`config.mk`:
```
export PLATFORM = sky130hd
export DESIGN_NAME = data_break_cmp
export DESIGN_NICKNAME = d
export VERILOG_FILES = /design/src/rtl/dbc_pkg.sv /design/src/rtl/dbc_regs.sv /design/src/rtl/dbc_half_cmp.sv /design/src/rtl/data_break_cmp.sv
export SDC_FILE = /design/constraint.sdc
export NUM_CORES = 1
export LEC_CHECK = 0
export ABC_AREA = 1
export ABC_CLOCK_PERIOD_IN_PS = 4400
export BUFFER_PORTS_ARGS = -buffer_cell sky130_fd_sc_hd__buf_2
export CAP_MARGIN = 15
export CORE_MARGIN = 5
export CORE_UTILIZATION = 50
export CTS_BUF_LIST = sky130_fd_sc_hd__clkbuf_4
export CTS_CLUSTER_SIZE = 14
export DETAILED_ROUTE_END_ITERATION = 8
export PLACE_DENSITY_LB_ADDON = 0.12
export SLEW_MARGIN = 40
export SYNTH_ARGS = -nofsm -noshare
export SYNTH_HDL_FRONTEND = slang
export SYNTH_SLANG_ARGS = --single-unit
```
`constraint.sdc`:
```
create_clock -name clk -period 4.4 [get_ports clk]
set_clock_uncertainty 0.1 [all_clocks]
set_input_delay 0.88 -clock clk [delete_from_list [all_inputs] [get_ports clk]]
set_output_delay 0.88 -clock clk [all_outputs]
set_load 0.005 [all_outputs]
```
`src/rtl/dbc_pkg.sv`:
```
package dbc_pkg;
  typedef enum logic [1:0] {
    SZ_BYTE = 2'b00,
    SZ_WORD = 2'b01,
    SZ_LONG = 2'b10,
    SZ_QUAD = 2'b11
  } acc_size_e;
endpackage

```
`src/rtl/dbc_regs.sv`:
```
module dbc_regs #(
  parameter int W = 32
) (
  input  logic         clk,
  input  logic         wr_en,
  input  logic         wr_sel,
  input  logic [W-1:0] wdata,
  output logic [W-1:0] cmp_q,
  output logic [W-1:0] mask_q,
  output logic [W-1:0] rdata
);
  // Contents are undefined until written; no reset on purpose.
  always_ff @(posedge clk) begin
    if (wr_en && !wr_sel) cmp_q  <= wdata;
    if (wr_en &&  wr_sel) mask_q <= wdata;
  end

  assign rdata = wr_sel ? mask_q : cmp_q;
endmodule

```
`src/rtl/dbc_half_cmp.sv`:
```
module dbc_half_cmp #(
  parameter int W = 32
) (
  input  logic [W-1:0] word,
  input  logic [W-1:0] cmp,
  input  logic [W-1:0] mask,
  input  logic [W-1:0] lane_en,
  output logic         hit
);
  logic [W-1:0] diff;
  assign diff = (word ^ cmp) & ~mask & lane_en;
  assign hit  = (diff == '0);
endmodule

```
`src/rtl/data_break_cmp.sv`:
```
module data_break_cmp #(
  parameter int DATA_W = 32,
  parameter int LANES  = 2
) (
  input  logic                    clk,
  input  logic                    rst_n,
  input  logic                    reg_wr_en,
  input  logic                    reg_sel,
  input  logic [DATA_W-1:0]       reg_wdata,
  output logic [DATA_W-1:0]       reg_rdata,
  input  logic                    cmp_en,
  input  logic                    acc_valid,
  input  logic [1:0]              acc_size,
  input  logic                    acc_has_data,
  input  logic [DATA_W*LANES-1:0] acc_data,
  output logic                    brk_match
);
  import dbc_pkg::*;

  localparam int BYTE_W = 8;
  localparam int WORD_W = 16;

  logic [DATA_W-1:0] cmp_q, mask_q, lane_en;
  logic [LANES-1:0]  half_hit;
  logic              data_hit, cond, match_q;
  acc_size_e         size;

  dbc_regs #(.W(DATA_W)) u_regs (
    .clk    (clk),
    .wr_en  (reg_wr_en),
    .wr_sel (reg_sel),
    .wdata  (reg_wdata),
    .cmp_q  (cmp_q),
    .mask_q (mask_q),
    .rdata  (reg_rdata)
  );

  assign size = acc_size_e'(acc_size);

  always_comb begin
    unique case (size)
      SZ_BYTE: lane_en = DATA_W'({BYTE_W{1'b1}});
      SZ_WORD: lane_en = DATA_W'({WORD_W{1'b1}});
      default: lane_en = '1;
    endcase
  end

  for (genvar g = 0; g < LANES; g++) begin : g_half
    dbc_half_cmp #(.W(DATA_W)) u_cmp (
      .word    (acc_data[g*DATA_W +: DATA_W]),
      .cmp     (cmp_q),
      .mask    (mask_q),
      .lane_en (lane_en),
      .hit     (half_hit[g])
    );
  end

  // Only the quadword size looks beyond the low half.
  assign data_hit = (size == SZ_QUAD) ? |half_hit : half_hit[0];
  assign cond     = !cmp_en || (acc_has_data && data_hit);

  always_ff @(posedge clk or negedge rst_n) begin
    if (!rst_n) match_q <= 1'b0;
    else        match_q <= acc_valid && cond;
  end

  assign brk_match = match_q;
endmodule

```
==> results of run 1 <==
## logic make-up (layout without fill, tap and decap cells)
family                 Yosys count  after routing  share of synthesized area
flip-flops                      65             65                      0.522
buffers and inverters           77            223                     0.0815
AO/OA/AOI/OAI                   59             59                     0.0802
multiplexers                     3              3                    0.00906
XOR/XNOR                         1              1                    0.00235
AND/OR/NAND/NOR                268            268                      0.305
## registers in the layout, indices dropped and copies added (netlist names)
register	flops
brk_match	1
u_regs.mask_q	32
u_regs.cmp_q	32
## worst paths after layout
check / end / slack (ns)
worst min-delay path: brk_match / 0.14
worst max-delay path: reg_rdata[28] / 1.51
min in group clk: brk_match / 0.55
max in group asynchronous: brk_match / 3.98
worst min register to register: brk_match / 0.80
worst max register to register: brk_match / 2.70
## routing by layer
layer | up-vias | wire length, um | share of wire
li1 | 1815 | - | -
met1 | 1521 | 3950 | 0.42
met2 | 114 | 4610 | 0.49
met3 | 13 | 733 | 0.078
met4 | 0 | 155 | 0.016
met5 | - | 0 | 0
## per-stage QoR
stage	cell area, um2	power [uW]	util	instances	worst slack, ns
final	4700	1450	0.647	718	1.51
after global routing	4700	1530	0.647	718	1.45
after CTS	4700	1460	0.647	718	1.51
after detailed placement	4540	1030	0.626	702	1.51
after global placement	4500	1010	0.621	700	1.21
after floorplan	3730	903	-	473	1.22
## worst reg2reg max path: cells and delay by family, from the launching register on
kind / cells / cell delay, ns
simple gates: 9 / 0.97
flops: 1 / 0.46
compound gates: 1 / 0.11
## placed cells by master, fill, tap and decap left out
master and n:
a21oi_1 21, a21oi_2 1, buf_16 1, buf_2 136, buf_4 2, buf_6 1, bufinv_16 2, clkbuf_4 9
clkinv_1 2, clkinv_2 2, clkinvlp_4 1, dfrtp_1 1, edfxtp_1 64, inv_1 67, mux2_2 3, nand2_1 150
nand3_1 22, nand3_2 4, nand3b_1 5, nand4_1 9, nor2_1 62, nor2_4 1, o21ai_0 37, or2_1 1
or2_2 14, xnor2_1 1
## cell usage after synthesis, types with 2 or more instances
master	number
inv_1	67
buf_1	2
nand2_1	150
nand3b_1	5
a21oi_1	21
buf_6	2
nand3_2	4
clkbuf_1	6
mux2_2	3
edfxtp_1	64
nand4_1	9
nand3_1	22
nor2_1	63
or2_2	14
o21ai_0	37
## power breakdown
group          switching [uW]  leakage, uW  internal [uW]  total [uW]
registers                32.2     0.000614            728         760
logic                     137      0.00164            114         251
clock network             212    0.0000808            225         437
total                     382      0.00233           1070        1450
## layout make-up
cell class / instances / share of cell area
inverters: 67 / 0.0536
clock buffers: 9 / 0.0144
flip-flops and latches: 65 / 0.415
clock inverters: 7 / 0.0181
repair buffers: 140 / 0.156
well taps: 99 / 0.0264
multi-input cells: 331 / 0.317
==> out/metrics.yaml, run 1 <==
fin_crit_ns: 2.89
die_width_um: 96.4
fin_hold_ws_ns: 0.139
grt_util_met3: 0.0442
grt_pass1_vias: 3310
antenna_left: 0
cts_sinks: 65
antenna_found_initial: 0
power.leakage_uw: 0.00233
crit_start: "reg_sel"
syn_nets: 578
viasPerCell: 4.82
cp_data_required_time_ns: 3.42
synth_area_leader_cell: "edfxtp_1"
synth-seq-cells: 65
drtIter0Drc: 157
cp_slowest_cell: "buf_4"
status: "finished clean"
critPathTopFamily: "buffers and inverters"
grt_usage: 0.206
hold_path_class: "in -> async"
critPathKind: "in -> out"
avgSynthCellArea_um2: 7.89
wl_per_cell_um: 13.2
crit_chain: "buf_4 -> mux2_2 -> buf_2"
cts_resized: 0
cts_tree: "done"
cp-end-kind: "primary output"
syn_inst: 473
rsz0062_at_grt: "false"
period_share: 0.657
multiInputGateArea_mm2: 0.00149
cts_buffers: 9
fill_cells: 644
root_buffer: "clkbuf_4"
grt_max_degree: 64
synth-edff-count: 64
grt_remaining_overflow: 0
worstMarginPinSlew_ns: 0.710
netlist.area_leader.share: 0.515
vdd_ir_drop_max_mv: 0.212
cp_max_fo: 63
gp_congestion: 0.838
drc: 0
syn_area_mm2: 0.00373
clock_path_buffers: 2
yosysWarnings: 0
finalSetupViolCount: 0
met1_usage: 0.249
power_density_mw_per_mm2: 308
max_freq_mhz: 346
setup_tns_ns: 0
relSlewSlack: 0.526
critPathArrivalTime_ns: 1.91
cts_hold_buffers: 0
io_pins: 138
slowest_delay_ns: 0.48
top_usage_layer: "met2"
ys.flop_type: "edfxtp_1"
post-cts-setup-buffer-count: 0
n_antenna_cell: 0
synth_cell_types: 19
r2r_cells: 10
vias: 3463
dieArea_mm2: 0.00929
synthTopCellsByArea: "edfxtp_1 52%, nand2_1 15%, inv_1 6.7%"
finalHoldViolations: 0
drive_gt1_frac: 0.286
seq_area_mm2: 0.00195
maxCapViolCount: 0
drv_slew: 0
use_met2: 0.363
dp_hpwl_um: 7440
die_h_um: 96.4
htreeDepth: 3
nets: 719
core_region_area_mm2: 0.00725
async_flop_share: 0.0154
clk_pin_slew_ns: 0.10
clk_latency_ns: 0.40
ys_seq_area_frac: 0.522
initial_core_util: 0.514
routed_wl_um: 9450
critPathBufInv: 2
drt_pass1_iterations: 4
port_buffers: 137
cp_num_cells: 3
grt_first_pass_wirelength_um: 14500
rows: 31
areaGrowthSynthToFinish_pct: 25.9
startpoint_type: "primary input"
reg2reg_from: "u_regs.cmp_q[31]"
No activity file was read; power rests on OpenSTA's default activity.
==> inputs of run 2 (changes only) <==
Settings changed: ABC_AREA 1 to 0, ABC_CLOCK_PERIOD_IN_PS 4400 to 3000, CORE_UTILIZATION 50 to 49.
Clock period 4.4 ns to 3 ns, I/O delays scaled along.
==> run 2 against run 1 <==
  * Register-to-register slack got worse by 1.6 ns
  * First-iteration DRC count fell by 31%
  * Critical path depth rose by 1
  * Final cell count fell by 37%
  * Flip-flop and latch count did not move
  * Utilization rose by 1.3 points
  * Final area fell by 11%
  * Worst hold slack improved by 0.15 ns
  * Largest power group unchanged
==> out/metrics.yaml, run 2 <==
status: "finished clean"
drc: 0  # unchanged
io_pins: 138  # unchanged
viasPerCell: 5.25  # +8.9%
finalHoldViolations: 0  # unchanged
hold_path_class: "in -> reg"
nets: 473  # -34%
die_width_um: 90.9  # -5.7%
grt_pass1_vias: 2616  # -21%
wl_per_cell_um: 18.4  # +40%
die_h_um: 90.9  # -5.7%
synth_area_leader_cell: "edfxtp_1"
startpoint_type: "primary input"
n_antenna_cell: 0  # unchanged
cp_data_required_time_ns: 2.30  # -1.12 ns
rsz0062_at_grt: "false"
post-cts-setup-buffer-count: 0  # unchanged
period_share: 0.793
root_buffer: "clkbuf_4"
syn_area_mm2: 0.00321  # -14%
setup_tns_ns: 0  # unchanged
critPathArrivalTime_ns: 1.68  # -0.23 ns
dp_hpwl_um: 6640  # -11%
clock_path_buffers: 2  # unchanged
fill_cells: 521  # -19%
cts_buffers: 9  # unchanged
critPathKind: "in -> out"
drive_gt1_frac: 0.512  # +0.226
core_region_area_mm2: 0.00635  # -12%
maxCapViolCount: 0  # unchanged
dieArea_mm2: 0.00826  # -11%
drt_pass1_iterations: 4  # unchanged
synthTopCellsByArea: "edfxtp_1 60%, xnor2_1 17%, mux2_2 11%"
power_density_mw_per_mm2: 504  # +64%
grt_first_pass_wirelength_um: 13200  # -9.2%
avgSynthCellArea_um2: 14.7  # +86%
rows: 29  # -6.5%
drtIter0Drc: 108  # -31%
cp-end-kind: "primary output"
relSlewSlack: 0.715  # +0.188
netlist.area_leader.share: 0.600  # +0.0843
synth-edff-count: 64  # unchanged
grt_usage: 0.204  # -0.00168
fin_cells: 450  # -37%
power.leakage_uw: 0.00160  # -31%
ys.flop_type: "edfxtp_1"
final_common_cell: "buf_2"
placed_cells: 433  # -38%
async_flop_share: 0.0154  # unchanged
fin_crit_ns: 2.38
synth-seq-cells: 65  # unchanged
antenna_left: 0  # unchanged
final_cell_mix: "137 x buf_2, 64 x xnor2_1, 64 x edfxtp_1, 32 x mux2_2, 30 x o22ai_1"
worstMarginPinSlew_ns: 0.428  # -0.282 ns
syn_nets: 323  # -44%
clk_latency_ns: 0.38  # -0.02 ns
yosysWarnings: 0  # unchanged
syn_inst: 218  # -54%
clk_pin_slew_ns: 0.11  # about the same
cts_sinks: 65  # unchanged
port_buffers: 137  # unchanged
cts_tree: "done"
drv_slew: 0  # unchanged
routed_wl_um: 8290  # -12%
max_freq_mhz: 420
antenna_found_initial: 0  # unchanged
grt_remaining_overflow: 0  # unchanged
htreeDepth: 3  # unchanged
gp_congestion: 0.827  # -1.3%
areaGrowthSynthToFinish_pct: 30.8
synth_common_cells: "64 x edfxtp_1, 64 x xnor2_1, 32 x mux2_2"
initial_core_util: 0.505  # -0.00940
cp_max_fo: 20  # -68%
synth_cell_types: 18  # -1
vias: 2364  # -32%
finalSetupViolCount: 0  # unchanged
ys_seq_area_frac: 0.607  # +0.0854
vdd_ir_drop_max_mv: 0.282  # +34%
grt_max_degree: 21  # -67%
-- run 2: cell types whose count changed after synthesis, sizes merged, moves of 8 or more --
cell	previous run	this run
xnor2	1	64
a21oi	22	0
mux2	3	32
nor2	63	4
o21ai	37	1
o22ai	0	30
or2	15	0
nand4	9	1
inv	67	1
nand2	150	0
nand3	26	2
-- run 2: layout make-up --
type	count	area, um2	area share
sequential	65	1950	0.464
multi-input combinational	148	1250	0.298
timing repair buffer	143	746	0.178
tap	77	96.3	0.0230
clock inverter	7	85.1	0.0203
clock buffer	9	67.6	0.0161
inverter	1	3.75	0.000895
-- run 2: metrics by stage --
stage	hold slack (ns)	setup slack [ns]	utilization	area, um2	power (uW)
3_5_place_dp	0.275	0.626	0.635	4030	1510
5_1_grt	0.252	0.565	0.660	4190	2230
2_1_floorplan	0.204	0.00789	-	3210	1330
4_1_cts	0.259	0.623	0.660	4190	2140
6_report	0.293	0.620	0.660	4190	2120
3_3_place_gp	0.275	0.664	0.635	4030	1500
-- run 2: cell families (layout without fill, tap and decap cells) --
| family | Yosys count | in the layout | synth area share |
|---|---|---|---|
| mux | 32 | 32 | 0.112 |
| buf+inv | 5 | 160 | 0.00585 |
| simple gates | 19 | 19 | 0.0332 |
| flops | 65 | 65 | 0.607 |
| compound gates | 33 | 33 | 0.0664 |
| xor+xnor | 64 | 64 | 0.175 |
-- run 2: worst paths after layout --
kind,startpoint,endpoint,slack (ns),cells after the start
max,reg_sel,reg_rdata[29],0.62,4
min,reg_wdata[6],u_regs.mask_q[6],0.29,1
max reg2reg,u_regs.cmp_q[28],brk_match,1.08,5
min reg2reg,u_regs.mask_q[1],brk_match,0.73,3
max in group asynchronous,rst_n,brk_match,2.30,2
min in group asynchronous,rst_n,brk_match,0.41,2
-- run 2: report_power, final --
group          switching [uW]  internal [uW]
registers                56.2           1070
logic                     153            209
clock network             299            330
total                     508           1610
-- run 2: layer usage --
layer | GRT usage | part of all wire | vias to the layer above
met2 | 0.347 | 0.51 | 96
met1 | 0.255 | 0.41 | 1114
li1 | - | - | 1146
met4 | 0.0733 | 0.012 | 0
met3 | 0.0458 | 0.065 | 8
met5 | 0 | 0 | -
-- run 2: repair_timing --
item,in CTS,in global routing
gates resized for setup,0,0
hold endpoints to repair,1,0
hold buffers,1,0
-- run 2: critical path, stage by stage --
cell	delay [ns]
buf_2	0.36
buf_12	0.23
mux2_2	0.35
buf_2	0.13
